`src/rtl/mih_pkg.sv`:
```
package mih_pkg;
   // Address map (byte offsets)
   localparam int OFS_MBX = 'h40;
   localparam int OFS_H2L = 'h60;
   localparam int OFS_L2H = 'h64;
   localparam int OFS_CSR = 'h68;

   // Control/status bit positions
   localparam int B_MBX_EN   = 3;
   localparam int B_H_MASTER = 8;
   localparam int B_H_DB_EN  = 9;
   localparam int B_H_LIN_EN = 11;
   localparam int B_H_DB_ACT = 13;
   localparam int B_LIN_ACT  = 15;
   localparam int B_L_OUT_EN = 16;
   localparam int B_L_DB_EN  = 17;
   localparam int B_DMA_EN   = 18;
   localparam int B_L_DB_ACT = 20;
   localparam int B_DMA_ACT  = 21;
   localparam int B_FLAG     = 28;

   function automatic logic [31:0] csr_wmask(input int num_dma);
      logic [31:0] m;
      m = '0;
      m[B_MBX_EN]   = 1'b1;
      m[B_H_MASTER] = 1'b1;
      m[B_H_DB_EN]  = 1'b1;
      m[B_H_LIN_EN] = 1'b1;
      m[B_L_OUT_EN] = 1'b1;
      m[B_L_DB_EN]  = 1'b1;
      for (int c = 0; c < num_dma; c++) m[B_DMA_EN + c] = 1'b1;
      return m;
   endfunction
endpackage

```
`src/rtl/mih_doorbell.sv`:
```
module mih_doorbell #(
   parameter int DW = 32
) (
   input  logic          clk,
   input  logic          rst_n,
   input  logic          set_en,
   input  logic [DW-1:0] set_bits,
   input  logic          clr_en,
   input  logic [DW-1:0] clr_bits,
   output logic [DW-1:0] bits_q,
   output logic          active
);
   logic [DW-1:0] set_v, clr_v;

   assign set_v  = set_en ? set_bits : '0;
   assign clr_v  = clr_en ? clr_bits : '0;
   assign active = |bits_q;

   // set has priority over a same-cycle clear
   always_ff @(posedge clk or negedge rst_n) begin
      if (!rst_n) bits_q <= '0;
      else        bits_q <= (bits_q & ~clr_v) | set_v;
   end
endmodule

```
`src/rtl/mih_mailbox_bank.sv`:
```
module mih_mailbox_bank #(
   parameter int DW       = 32,
   parameter int NUM_MBX  = 8,
   parameter int NUM_FLAG = 4,
   parameter int IDXW     = 3
) (
   input  logic                  clk,
   input  logic                  rst_n,
   input  logic                  h_we,
   input  logic [IDXW-1:0]       h_idx,
   input  logic [DW-1:0]         h_wdata,
   input  logic                  l_we,
   input  logic                  l_rd,
   input  logic [IDXW-1:0]       l_idx,
   input  logic [DW-1:0]         l_wdata,
   input  logic                  flag_arm,
   output logic [NUM_MBX*DW-1:0] mbx_flat,
   output logic [NUM_FLAG-1:0]   flag_q
);
   genvar i;
   generate
      for (i = 0; i < NUM_MBX; i++) begin : g_mbx
         logic [DW-1:0] word_q;
         logic          h_hit, l_hit;
         assign h_hit = h_we && (h_idx == IDXW'(i));
         assign l_hit = l_we && (l_idx == IDXW'(i));
         always_ff @(posedge clk or negedge rst_n) begin
            if (!rst_n)     word_q <= '0;
            else if (h_hit) word_q <= h_wdata;
            else if (l_hit) word_q <= l_wdata;
         end
         assign mbx_flat[i*DW +: DW] = word_q;

         if (i < NUM_FLAG) begin : g_flag
            logic set_f, clr_f;
            assign set_f = h_hit && flag_arm;
            assign clr_f = l_rd && (l_idx == IDXW'(i));
            always_ff @(posedge clk or negedge rst_n) begin
               if (!rst_n) flag_q[i] <= 1'b0;
               else        flag_q[i] <= set_f | (flag_q[i] & ~clr_f);
            end
         end
      end
   endgenerate
endmodule

```
`src/rtl/mih_port_decode.sv`:
```
module mih_port_decode
   import mih_pkg::*;
#(
   parameter int DW      = 32,
   parameter int AW      = 8,
   parameter int NUM_MBX = 8,
   parameter int IDXW    = 3
) (
   input  logic [AW-1:0]         addr,
   input  logic [NUM_MBX*DW-1:0] mbx_flat,
   input  logic [DW-1:0]         h2l_q,
   input  logic [DW-1:0]         l2h_q,
   input  logic [DW-1:0]         csr_view,
   output logic                  mbx_hit,
   output logic [IDXW-1:0]       mbx_idx,
   output logic                  h2l_hit,
   output logic                  l2h_hit,
   output logic                  csr_hit,
   output logic [DW-1:0]         rdata
);
   localparam logic [AW-1:0] MBX_LO = AW'(OFS_MBX);
   localparam logic [AW-1:0] MBX_HI = AW'(OFS_MBX + 4 * NUM_MBX);
   logic [AW-1:0] rel;

   assign rel     = addr - MBX_LO;
   assign mbx_hit = (addr[1:0] == 2'b00) && (addr >= MBX_LO) && (addr < MBX_HI);
   assign mbx_idx = IDXW'(rel >> 2);
   assign h2l_hit = (addr == AW'(OFS_H2L));
   assign l2h_hit = (addr == AW'(OFS_L2H));
   assign csr_hit = (addr == AW'(OFS_CSR));

   always_comb begin
      rdata = '0;
      if (mbx_hit)      rdata = mbx_flat[mbx_idx*DW +: DW];
      else if (h2l_hit) rdata = h2l_q;
      else if (l2h_hit) rdata = l2h_q;
      else if (csr_hit) rdata = csr_view;
   end
endmodule

```
`src/rtl/mih_irq_combine.sv`:
```
module mih_irq_combine #(
   parameter int NUM_DMA  = 2,
   parameter int NUM_FLAG = 4
) (
   input  logic                clk,
   input  logic                rst_n,
   input  logic                h_master,
   input  logic                h_db_en,
   input  logic                h_db_act,
   input  logic                h_lin_en,
   input  logic                lin,
   input  logic                l_out_en,
   input  logic                l_db_en,
   input  logic                l_db_act,
   input  logic                mbx_en,
   input  logic [NUM_FLAG-1:0] flags,
   input  logic [NUM_DMA-1:0]  dma_en,
   input  logic [NUM_DMA-1:0]  dma_act,
   input  logic [NUM_DMA-1:0]  dma_to_host,
   output logic                host_irq,
   output logic                local_irq
);
   logic [NUM_DMA-1:0] dma_h, dma_l;
   logic               host_d, local_d;

   genvar c;
   generate
      for (c = 0; c < NUM_DMA; c++) begin : g_route
         assign dma_h[c] = dma_en[c] & dma_act[c] &  dma_to_host[c];
         assign dma_l[c] = dma_en[c] & dma_act[c] & ~dma_to_host[c];
      end
   endgenerate

   assign host_d  = h_master & ((h_db_en & h_db_act) | (h_lin_en & lin) | (|dma_h));
   assign local_d = l_out_en & ((l_db_en & l_db_act) | (mbx_en & (|flags)) | (|dma_l));

   always_ff @(posedge clk or negedge rst_n) begin
      if (!rst_n) begin
         host_irq  <= 1'b0;
         local_irq <= 1'b0;
      end else begin
         host_irq  <= host_d;
         local_irq <= local_d;
      end
   end
endmodule

```
`src/rtl/mailbox_irq_hub.sv`:
```
module mailbox_irq_hub
   import mih_pkg::*;
#(
   parameter int DW       = 32,
   parameter int AW       = 8,
   parameter int NUM_MBX  = 8,
   parameter int NUM_FLAG = 4,
   parameter int NUM_DMA  = 2
) (
   input  logic               clk,
   input  logic               rst_n,
   input  logic               h_sel,
   input  logic               h_wr,
   input  logic [AW-1:0]      h_addr,
   input  logic [DW-1:0]      h_wdata,
   output logic [DW-1:0]      h_rdata,
   input  logic               l_sel,
   input  logic               l_wr,
   input  logic [AW-1:0]      l_addr,
   input  logic [DW-1:0]      l_wdata,
   output logic [DW-1:0]      l_rdata,
   input  logic [NUM_DMA-1:0] dma_active,
   input  logic [NUM_DMA-1:0] dma_to_host,
   input  logic               local_irq_in,
   output logic               host_irq,
   output logic               local_irq
);
   localparam int IDXW = $clog2(NUM_MBX);
   localparam logic [DW-1:0] WMASK = DW'(csr_wmask(NUM_DMA));

   // elaboration-time parameter checks
   generate
      if (DW != 32)                          begin : g_bad_dw   $error("DW must be 32"); end
      if (NUM_MBX < 2 || NUM_MBX > 8)        begin : g_bad_mbx  $error("NUM_MBX out of 2..8"); end
      if (NUM_FLAG < 1 || NUM_FLAG > 4 || NUM_FLAG > NUM_MBX)
                                             begin : g_bad_flag $error("NUM_FLAG out of range"); end
      if (NUM_DMA < 1 || NUM_DMA > 2)        begin : g_bad_dma  $error("NUM_DMA out of 1..2"); end
      if (AW < 7)                            begin : g_bad_aw   $error("AW too narrow for map"); end
   endgenerate

   logic [NUM_MBX*DW-1:0] mbx_flat;
   logic [NUM_FLAG-1:0]   mbx_flag_q;
   logic [DW-1:0]         db_h2l_q, db_l2h_q, csr_q, csr_view;
   logic                  h2l_act, l2h_act;

   logic                  h_mbx_hit, h_h2l_hit, h_l2h_hit, h_csr_hit;
   logic                  l_mbx_hit, l_h2l_hit, l_l2h_hit, l_csr_hit;
   logic [IDXW-1:0]       h_idx, l_idx;
   logic                  h_we, l_we, l_re;

   assign h_we = h_sel & h_wr;
   assign l_we = l_sel & l_wr;
   assign l_re = l_sel & ~l_wr;

   mih_port_decode #(.DW(DW), .AW(AW), .NUM_MBX(NUM_MBX), .IDXW(IDXW)) u_hdec (
      .addr(h_addr), .mbx_flat(mbx_flat), .h2l_q(db_h2l_q), .l2h_q(db_l2h_q),
      .csr_view(csr_view), .mbx_hit(h_mbx_hit), .mbx_idx(h_idx),
      .h2l_hit(h_h2l_hit), .l2h_hit(h_l2h_hit), .csr_hit(h_csr_hit), .rdata(h_rdata));

   mih_port_decode #(.DW(DW), .AW(AW), .NUM_MBX(NUM_MBX), .IDXW(IDXW)) u_ldec (
      .addr(l_addr), .mbx_flat(mbx_flat), .h2l_q(db_h2l_q), .l2h_q(db_l2h_q),
      .csr_view(csr_view), .mbx_hit(l_mbx_hit), .mbx_idx(l_idx),
      .h2l_hit(l_h2l_hit), .l2h_hit(l_l2h_hit), .csr_hit(l_csr_hit), .rdata(l_rdata));

   mih_mailbox_bank #(.DW(DW), .NUM_MBX(NUM_MBX), .NUM_FLAG(NUM_FLAG), .IDXW(IDXW)) u_bank (
      .clk(clk), .rst_n(rst_n),
      .h_we(h_we & h_mbx_hit), .h_idx(h_idx), .h_wdata(h_wdata),
      .l_we(l_we & l_mbx_hit), .l_rd(l_re & l_mbx_hit), .l_idx(l_idx), .l_wdata(l_wdata),
      .flag_arm(csr_q[B_MBX_EN]), .mbx_flat(mbx_flat), .flag_q(mbx_flag_q));

   // host rings local
   mih_doorbell #(.DW(DW)) u_db_h2l (
      .clk(clk), .rst_n(rst_n),
      .set_en(h_we & h_h2l_hit), .set_bits(h_wdata),
      .clr_en(l_we & l_h2l_hit), .clr_bits(l_wdata),
      .bits_q(db_h2l_q), .active(h2l_act));

   // local rings host
   mih_doorbell #(.DW(DW)) u_db_l2h (
      .clk(clk), .rst_n(rst_n),
      .set_en(l_we & l_l2h_hit), .set_bits(l_wdata),
      .clr_en(h_we & h_l2h_hit), .clr_bits(h_wdata),
      .bits_q(db_l2h_q), .active(l2h_act));

   always_ff @(posedge clk or negedge rst_n) begin
      if (!rst_n)                 csr_q <= '0;
      else if (h_we && h_csr_hit) csr_q <= h_wdata & WMASK;
      else if (l_we && l_csr_hit) csr_q <= l_wdata & WMASK;
   end

   always_comb begin
      csr_view                        = csr_q;
      csr_view[B_H_DB_ACT]            = l2h_act;
      csr_view[B_LIN_ACT]             = local_irq_in;
      csr_view[B_L_DB_ACT]            = h2l_act;
      csr_view[B_DMA_ACT +: NUM_DMA]  = dma_active;
      csr_view[B_FLAG +: NUM_FLAG]    = mbx_flag_q;
   end

   mih_irq_combine #(.NUM_DMA(NUM_DMA), .NUM_FLAG(NUM_FLAG)) u_irq (
      .clk(clk), .rst_n(rst_n),
      .h_master(csr_q[B_H_MASTER]), .h_db_en(csr_q[B_H_DB_EN]), .h_db_act(l2h_act),
      .h_lin_en(csr_q[B_H_LIN_EN]), .lin(local_irq_in),
      .l_out_en(csr_q[B_L_OUT_EN]), .l_db_en(csr_q[B_L_DB_EN]), .l_db_act(h2l_act),
      .mbx_en(csr_q[B_MBX_EN]), .flags(mbx_flag_q),
      .dma_en(csr_q[B_DMA_EN +: NUM_DMA]), .dma_act(dma_active), .dma_to_host(dma_to_host),
      .host_irq(host_irq), .local_irq(local_irq));
endmodule

```
`config.mk`:
```
export PLATFORM = sky130hd
export DESIGN_NAME = mailbox_irq_hub
export DESIGN_NICKNAME = d
export VERILOG_FILES = /design/src/rtl/mih_pkg.sv /design/src/rtl/mih_doorbell.sv /design/src/rtl/mih_mailbox_bank.sv /design/src/rtl/mih_port_decode.sv /design/src/rtl/mih_irq_combine.sv /design/src/rtl/mailbox_irq_hub.sv
export SDC_FILE = /design/constraint.sdc
export NUM_CORES = 1
export LEC_CHECK = 0
export BUFFER_PORTS_ARGS = -buffer_cell sky130_fd_sc_hd__buf_4
export CAP_MARGIN = 20
export CORE_UTILIZATION = 60
export DETAILED_ROUTE_END_ITERATION = 12
export PLACE_DENSITY = 0.79
export RECOVER_POWER = 50
export SLEW_MARGIN = 30
export SYNTH_ARGS = -nofsm -noshare
export SYNTH_HDL_FRONTEND = slang
export SYNTH_SLANG_ARGS = --single-unit
```
`constraint.sdc`:
```
create_clock -name clk -period 3.6 [get_ports clk]
set_input_delay 0.72 -clock clk [delete_from_list [all_inputs] [get_ports clk]]
set_output_delay 0.72 -clock clk [all_outputs]
set_load 0.02 [all_outputs]
```
# Word level (Yosys, flattened, before mapping)
# Cells that the tools add are included.
[word_totals]
ff_bits = 354
latch_bits = 0
mem_bits_rw = 0
romBits = 0
inputBits = 91
output_inout_bits = 66
elab_cells = 170
n_memories = 0
[op_classes]
addsub = 2
multipliers = 0
div_mod_pow = 0
order_cmp = 4
eq_ne = 20
shift = 2
muxes = 30
bitwise = 47
n_reduce_logical = 48
[ops]
columns = ["op", "count"]
rows = [
  ["$mux 32", 28],
  ["$shiftx 256x9->32", 2],
  ["$and 32x32->32", 2],
  ["$not 32->32", 2],
  ["$or 32x32->32", 2],
  ["$reduce_or 32->1", 2],
  ["$mux 28", 2],
  ["$eq 8x7->1 const B", 6],
  ["$logic_and 1x1->1", 30],
  ["$and 1x1->1", 26],
  ["$eq 3x3->1 const B", 8],
  ["$reduce_bool 2->1", 9],
  ["$ge 8x7->1 const B", 2],
  ["$lt 8x7->1 const B", 2],
  ["$eq 3x2->1 const B", 4],
  ["$sub 5x1->5 const B", 2],
  ["$or 1x1->1", 8],
  ["$not 1->1", 7],
  ["$eq 3x1->1 const B", 2],
  ["$logic_not 3->1", 2],
  ["$logic_not 2->1", 2],
  ["$reduce_or 2->1", 2],
  ["$reduce_or 4->1", 1],
]

# Depth between registers and ports, before layout
[logic_depth]
word_depth = 8
ltp_mapped = 8
mapped_depth_nobuf = 4

# Cells and area by module
# A second synthesis with hierarchy kept.
[hier_totals]
hier_cells = 2053
hier_area_um2 = 21958.6
[modules_own_cells]
columns = ["module", "n_inst", "cells_each", "area_each_um2", "seq_area_each_um2"]
rows = [
  ["mih_mailbox_bank", 1, 1205, 12384.4, 6506.2],
  ["mih_port_decode", 2, 278, 3200.6, 0.0],
  ["mih_doorbell", 2, 113, 1307.5, 800.8],
  ["mailbox_irq_hub", 1, 53, 432.9, 200.2],
  ["mih_irq_combine", 1, 13, 125.1, 50.0],
]

# Worst setup path before layout
# No wires, ideal clock.
[synth_path]
kind = "input-to-output"
startpoint = "input h_addr[7]"
endpoint = "output h_rdata[20]"
arrival_ns = 2.493
t_required_ns = 2.880
slack_ns = 0.387
stages = 5
n_path_buf = 1
path_cell_list = "or4b_4 buf_2 a2111oi_0 o221ai_1 o22ai_1"
[synth_via]
elab_chain_len = 5
elab_cells_between_ends = 11
classes_between = "2 x order compare; 3 x eq/ne; 4 x mux; 2 x reduce/logical"
[synth_rtl]
columns = ["element", "line_no", "text"]
rows = [
  ["start, declared", "mailbox_irq_hub.sv:14", "input logic [AW-1:0] h_addr,"],
  ["branches (longest 4 deep; another with $ge 8x7->1)", "n/a", ""],
  ["$mux 32 *", "mih_port_decode.sv:34", "if (mbx_hit) rdata = mbx_flat[mbx_idx*DW +: DW];"],
  ["end, declared", "mailbox_irq_hub.sv:16", "output logic [DW-1:0] h_rdata,"],
]
# Mark *: on every way between the ends.

# Worst setup path after layout
[layout_path]
startpoint = "input h_addr[7]"
endpoint = "register u_db_l2h.bits_q[13]"
[layout_via]
elab_chain_len = 6
[layout_rtl]
columns = ["element", "line_no", "text"]
rows = [
  ["$eq 8x7->1", "mih_port_decode.sv:29", "assign l2h_hit = (addr == AW'(OFS_L2H));"],
  ["$and 1x1->1", "mailbox_irq_hub.sv:82", ".clr_en(h_we & h_l2h_hit), .clr_bits(h_wdata),"],
  ["$mux 32", "mih_doorbell.sv:16", "assign clr_v = clr_en ? clr_bits : '0;"],
  ["$not 32->32", "mih_doorbell.sv:22", "else bits_q <= (bits_q & ~clr_v) | set_v;"],
  ["$and 32x32->32", "mih_doorbell.sv:22", ""],
  ["$or 32x32->32", "mih_doorbell.sv:22", ""],
  ["end signal, assigned", "mih_doorbell.sv:22", ""],
  ["end, declared", "mih_doorbell.sv:10", "output logic [DW-1:0] bits_q,"],
]
# Every way passes these cells.
# A chain may end at the register's enable or synchronous reset.

==> metrics.md <==
| Metric | Value |
|---|---|
| Die width | `191 um` |
| # fillers | `2575` |
| Core area | `34900 um2` |
| Largest net degree at the start of global routing | `110` |
| Initial DRC count | `between 3000 and 4000` |
| Commonest non-fill, non-tap cell in the layout | `nand2_1` |
| Clock power frac | `0.424` |
| Yosys warns | `0` |
| Remaining antenna violation count after routing | `0` |
| Proportion of layout cells with a drive suffix above 1 | `0.193` |
| # Post-CTS Setup Buffers | `0` |
| Mean number of vias per cell | `7.36` |
| Count of different cell masters after synthesis | `55` |
| Yosys reg bits | `334` |
| Detailed placement HPWL | `52100 um` |
| Async S/R FF share, synth | `1.00` |
| Setup-failing EPs final | `1` |
| Max Buffers Root-to-Sink | `3` |
| Power density over the cells | `392 nW/um2` |
| Synth Flop Type | `dfrtp_1` |
| Root buf cell | `clkbuf_16` |
| WL per Instance | `between 20 and 30 um` |
| Minimum clock period | `3.63 ns` |
| Commonest cells after routing, fill and taps aside | `nand2_1 (403), dfrtp_1 (334), buf_4 (247)` |
| Worst-path cell chain | `buf_4 > or4b_4 > buf_4 > nor4_1 > buf_4 > a21oi_1 > a21o_1` |
| Worst hold path type | `in -> reg` |
| Comb pwr share | `0.139` |
| Slew margin rel. | `-0.537` |
| Cells after synthesis | `around 2300` |
| Clk Latency, worst-skew pair | `0.57 ns` |
| RSZ-0062 raised after global routing | `false` |
| Sw frac | `0.275` |
| DRC viols | `0` |
| GPL Wtd Cong | `0.994` |
| Fin crit share | `1.01` |
| Total grt overflow | `0` |
| Fin cells | `2860` |
| Max incr delay on CP | `roughly 1.6 ns` |
| Top-level I/O count | `157` |
| Gr usage total | `0.449` |
| Area grow syn2layout | `13.5%` |
| Total number of vias | `21100` |
| Failing checks | `capacitance limit, slew limit, setup timing` |
| CTS H-Tree Depth | `2` |
| Critical path type | `in -> reg` |
| CP Launch Type | `input port` |
| Die footprint | `36600 um2` |
| Sequential power share | `0.437` |
| R2R Setup Slk | `about 1.4 ns` |
| Worst-path fanout max | `18` |
| Final worst slack | `-0.0271 ns` |
| Post-Syn Area | `21500 um2` |
| R2R Path End | `u_irq.host_irq` |
| Crit path required time | `4.03 ns` |
| Nets | `2467` |
| RR Startpoint | `u_db_l2h.bits_q[6]` |
| Peak VDD IR | `0.000414 V` |
| Drt total wl | `81300 um` |
| Placed instance count | `~2800` |
| Starting density of the core | `0.616` |
| # rows | `68` |
| Final Max Slew Viols | `between 60 and 70` |
| Reg2Reg Depth | `4` |
| I/O Buffers | `approximately 160` |
| Lkg Pwr | `0.0104 uW` |
| Die height | `191 um` |
| Arr. time, crit path | `~4.1 ns` |
| Num CTS Buffers | `39` |
| Final clock skew | `0.0250 ns` |
| Fmax achieved | `276 MHz` |
| Hold EP | `u_bank.g_mbx[1].word_q[6]` |
| Slowest cell on crit path | `nor4_1` |
| Number of diodes | `0` |
| Hold wc startpoint | `h_wdata[6]` |
| Vias in the first global route | `20700` |
| Final hold vios | `0` |
| Hold path cells | `3` |
| Clk slew on worst S/H paths | `0.06 ns` |
| Outcome | `finished, violations left` |
| EDFF count, synth | `0` |
| Total nets after synthesis | `around 2400` |
| First-pass GRT wire length | `122000 um` |
| Final Power | `9550 uW` |
| CP most frequent cell | `buf_4` |
| CTS tree | `yes` |
| Switch Pwr | `2620 uW` |
| Internal power | `6930 uW` |
| Critical path capture point type | `flop` |
| Sink Count | `334` |
| Max cap viols | `3` |
| Initial antenna violation count | `0` |
| Tightest Pin Transition | `2.31 ns` |
| Sequential area share after synthesis | `0.389` |
| Syn_area_per_cell | `9.21 um2` |
| 1st-pass router iterations | `6` |
[flip-flops by register name (all words and copies together), names as in the netlist]
signal,flops
u_bank.g_mbx.word_q,256
u_db_h2l.bits_q,32
u_db_l2h.bits_q,32
csr_q,8
u_bank.flag_q,4
u_irq.host_irq,1
u_irq.local_irq,1
[area by class of cell]
type / count / area (um2) / share of cell area
multi-input cells: 1695 / 11800 / 0.482
flip-flops and latches: 334 / 8360 / 0.343
repair buffers: 283 / 2330 / 0.0957
clock buffers: 61 / 1180 / 0.0484
well taps: 455 / 569 / 0.0233
clock inverters: 9 / 95.1 / 0.00390
inverters: 23 / 86.3 / 0.00354
[worst max-delay path: cells and delay by family]
kind	cells	cell delay, ns
simple gates	2	2.17
compound gates	2	0.31
buf+inv	3	0.84
[cell families (layout without fill, tap and decap cells)]
logic type | after synthesis | count (layout) | share of synthesized area
compound gates | 583 | 583 | 0.180
buf+inv | 303 | 376 | 0.0659
flops | 334 | 334 | 0.389
mux | 310 | 310 | 0.203
simple gates | 802 | 802 | 0.163
[cell usage after synthesis (all sizes together), types with 3 or more instances]
library cell,n,area [um2]
a32oi,4,35.0
dfrtp,334,8360
o22ai,33,206
nor4,26,250
o21ai,104,521
o31ai,11,82.6
nand3b,4,30.0
a31oi,193,1210
a22oi,10,75.1
mux4,100,2250
mux2i,205,2050
a21o,17,128
a21oi,82,410
o221ai,21,184
nor3,12,65.1
inv,23,86.3
or4,3,22.5
clkbuf,146,578
and4,3,26.3
nor2,227,860
nor4b,3,26.3
buf,134,752
a22o,51,447
o211ai,3,22.5
a211oi,11,82.6
nand4b,3,26.3
nand3,69,345
o41a,32,360
a31o,4,35.0
mux2,5,56.3
nand2,404,1520
nand2b,6,37.5
nor2b,17,106
nand4,11,68.8
[power by group through the flow]
stage          Sequential, uW  Combinational (uW)  Clock (uW)
2_1_floorplan            4160                 857           0
3_3_place_gp             4210                1260           0
3_5_place_dp             4230                1300           0
4_1_cts                  4160                1300        4040
5_1_grt                  4190                1410        4180
6_report                 4170                1330        4040
[how the worst max path moves through the flow]
stage | start | depth (start not counted) | slack, ns | endpoint
detailed placement | h_addr[7] | 6 | 0.09 | h_rdata[20]
floorplan | h_addr[7] | 5 | 0.39 | h_rdata[20]
finish | h_addr[7] | 7 | -0.03 | u_db_l2h.bits_q[13]
CTS | h_addr[7] | 6 | 0.08 | h_rdata[20]
global placement | h_addr[7] | 6 | 0.14 | h_rdata[11]
global route | u_db_l2h.bits_q[6] | 5 | 0.03 | l_rdata[13]
[through the flow]
stage	TNS [ns]	hold WS, ns	area [um2]	setup slack, ns	util
6_report	-0.0271	0.460	24400	-0.0271	0.699
5_1_grt	0	0.475	24400	0.0259	0.699
4_1_cts	0	0.319	24500	0.0805	0.702
3_5_place_dp	0	0.532	23200	0.0943	0.665
3_3_place_gp	0	0.525	23200	0.140	0.665
2_1_floorplan	0	0.424	21500	0.387	-
[layer usage]
layer,vias up,share of wire,GRT usage
met5,-,0,0
met4,0,0.070,0.281
met3,468,0.16,0.135
met2,1942,0.43,0.647
met1,10000,0.35,0.593
li1,8605,-,-
[timing repair]
action                                  in CTS  in global routing
hold buffers                                 0                  0
resized for setup                            0                  2
endpoints found under the setup margin       0                  2
No activity file was read; power rests on OpenSTA's default activity.
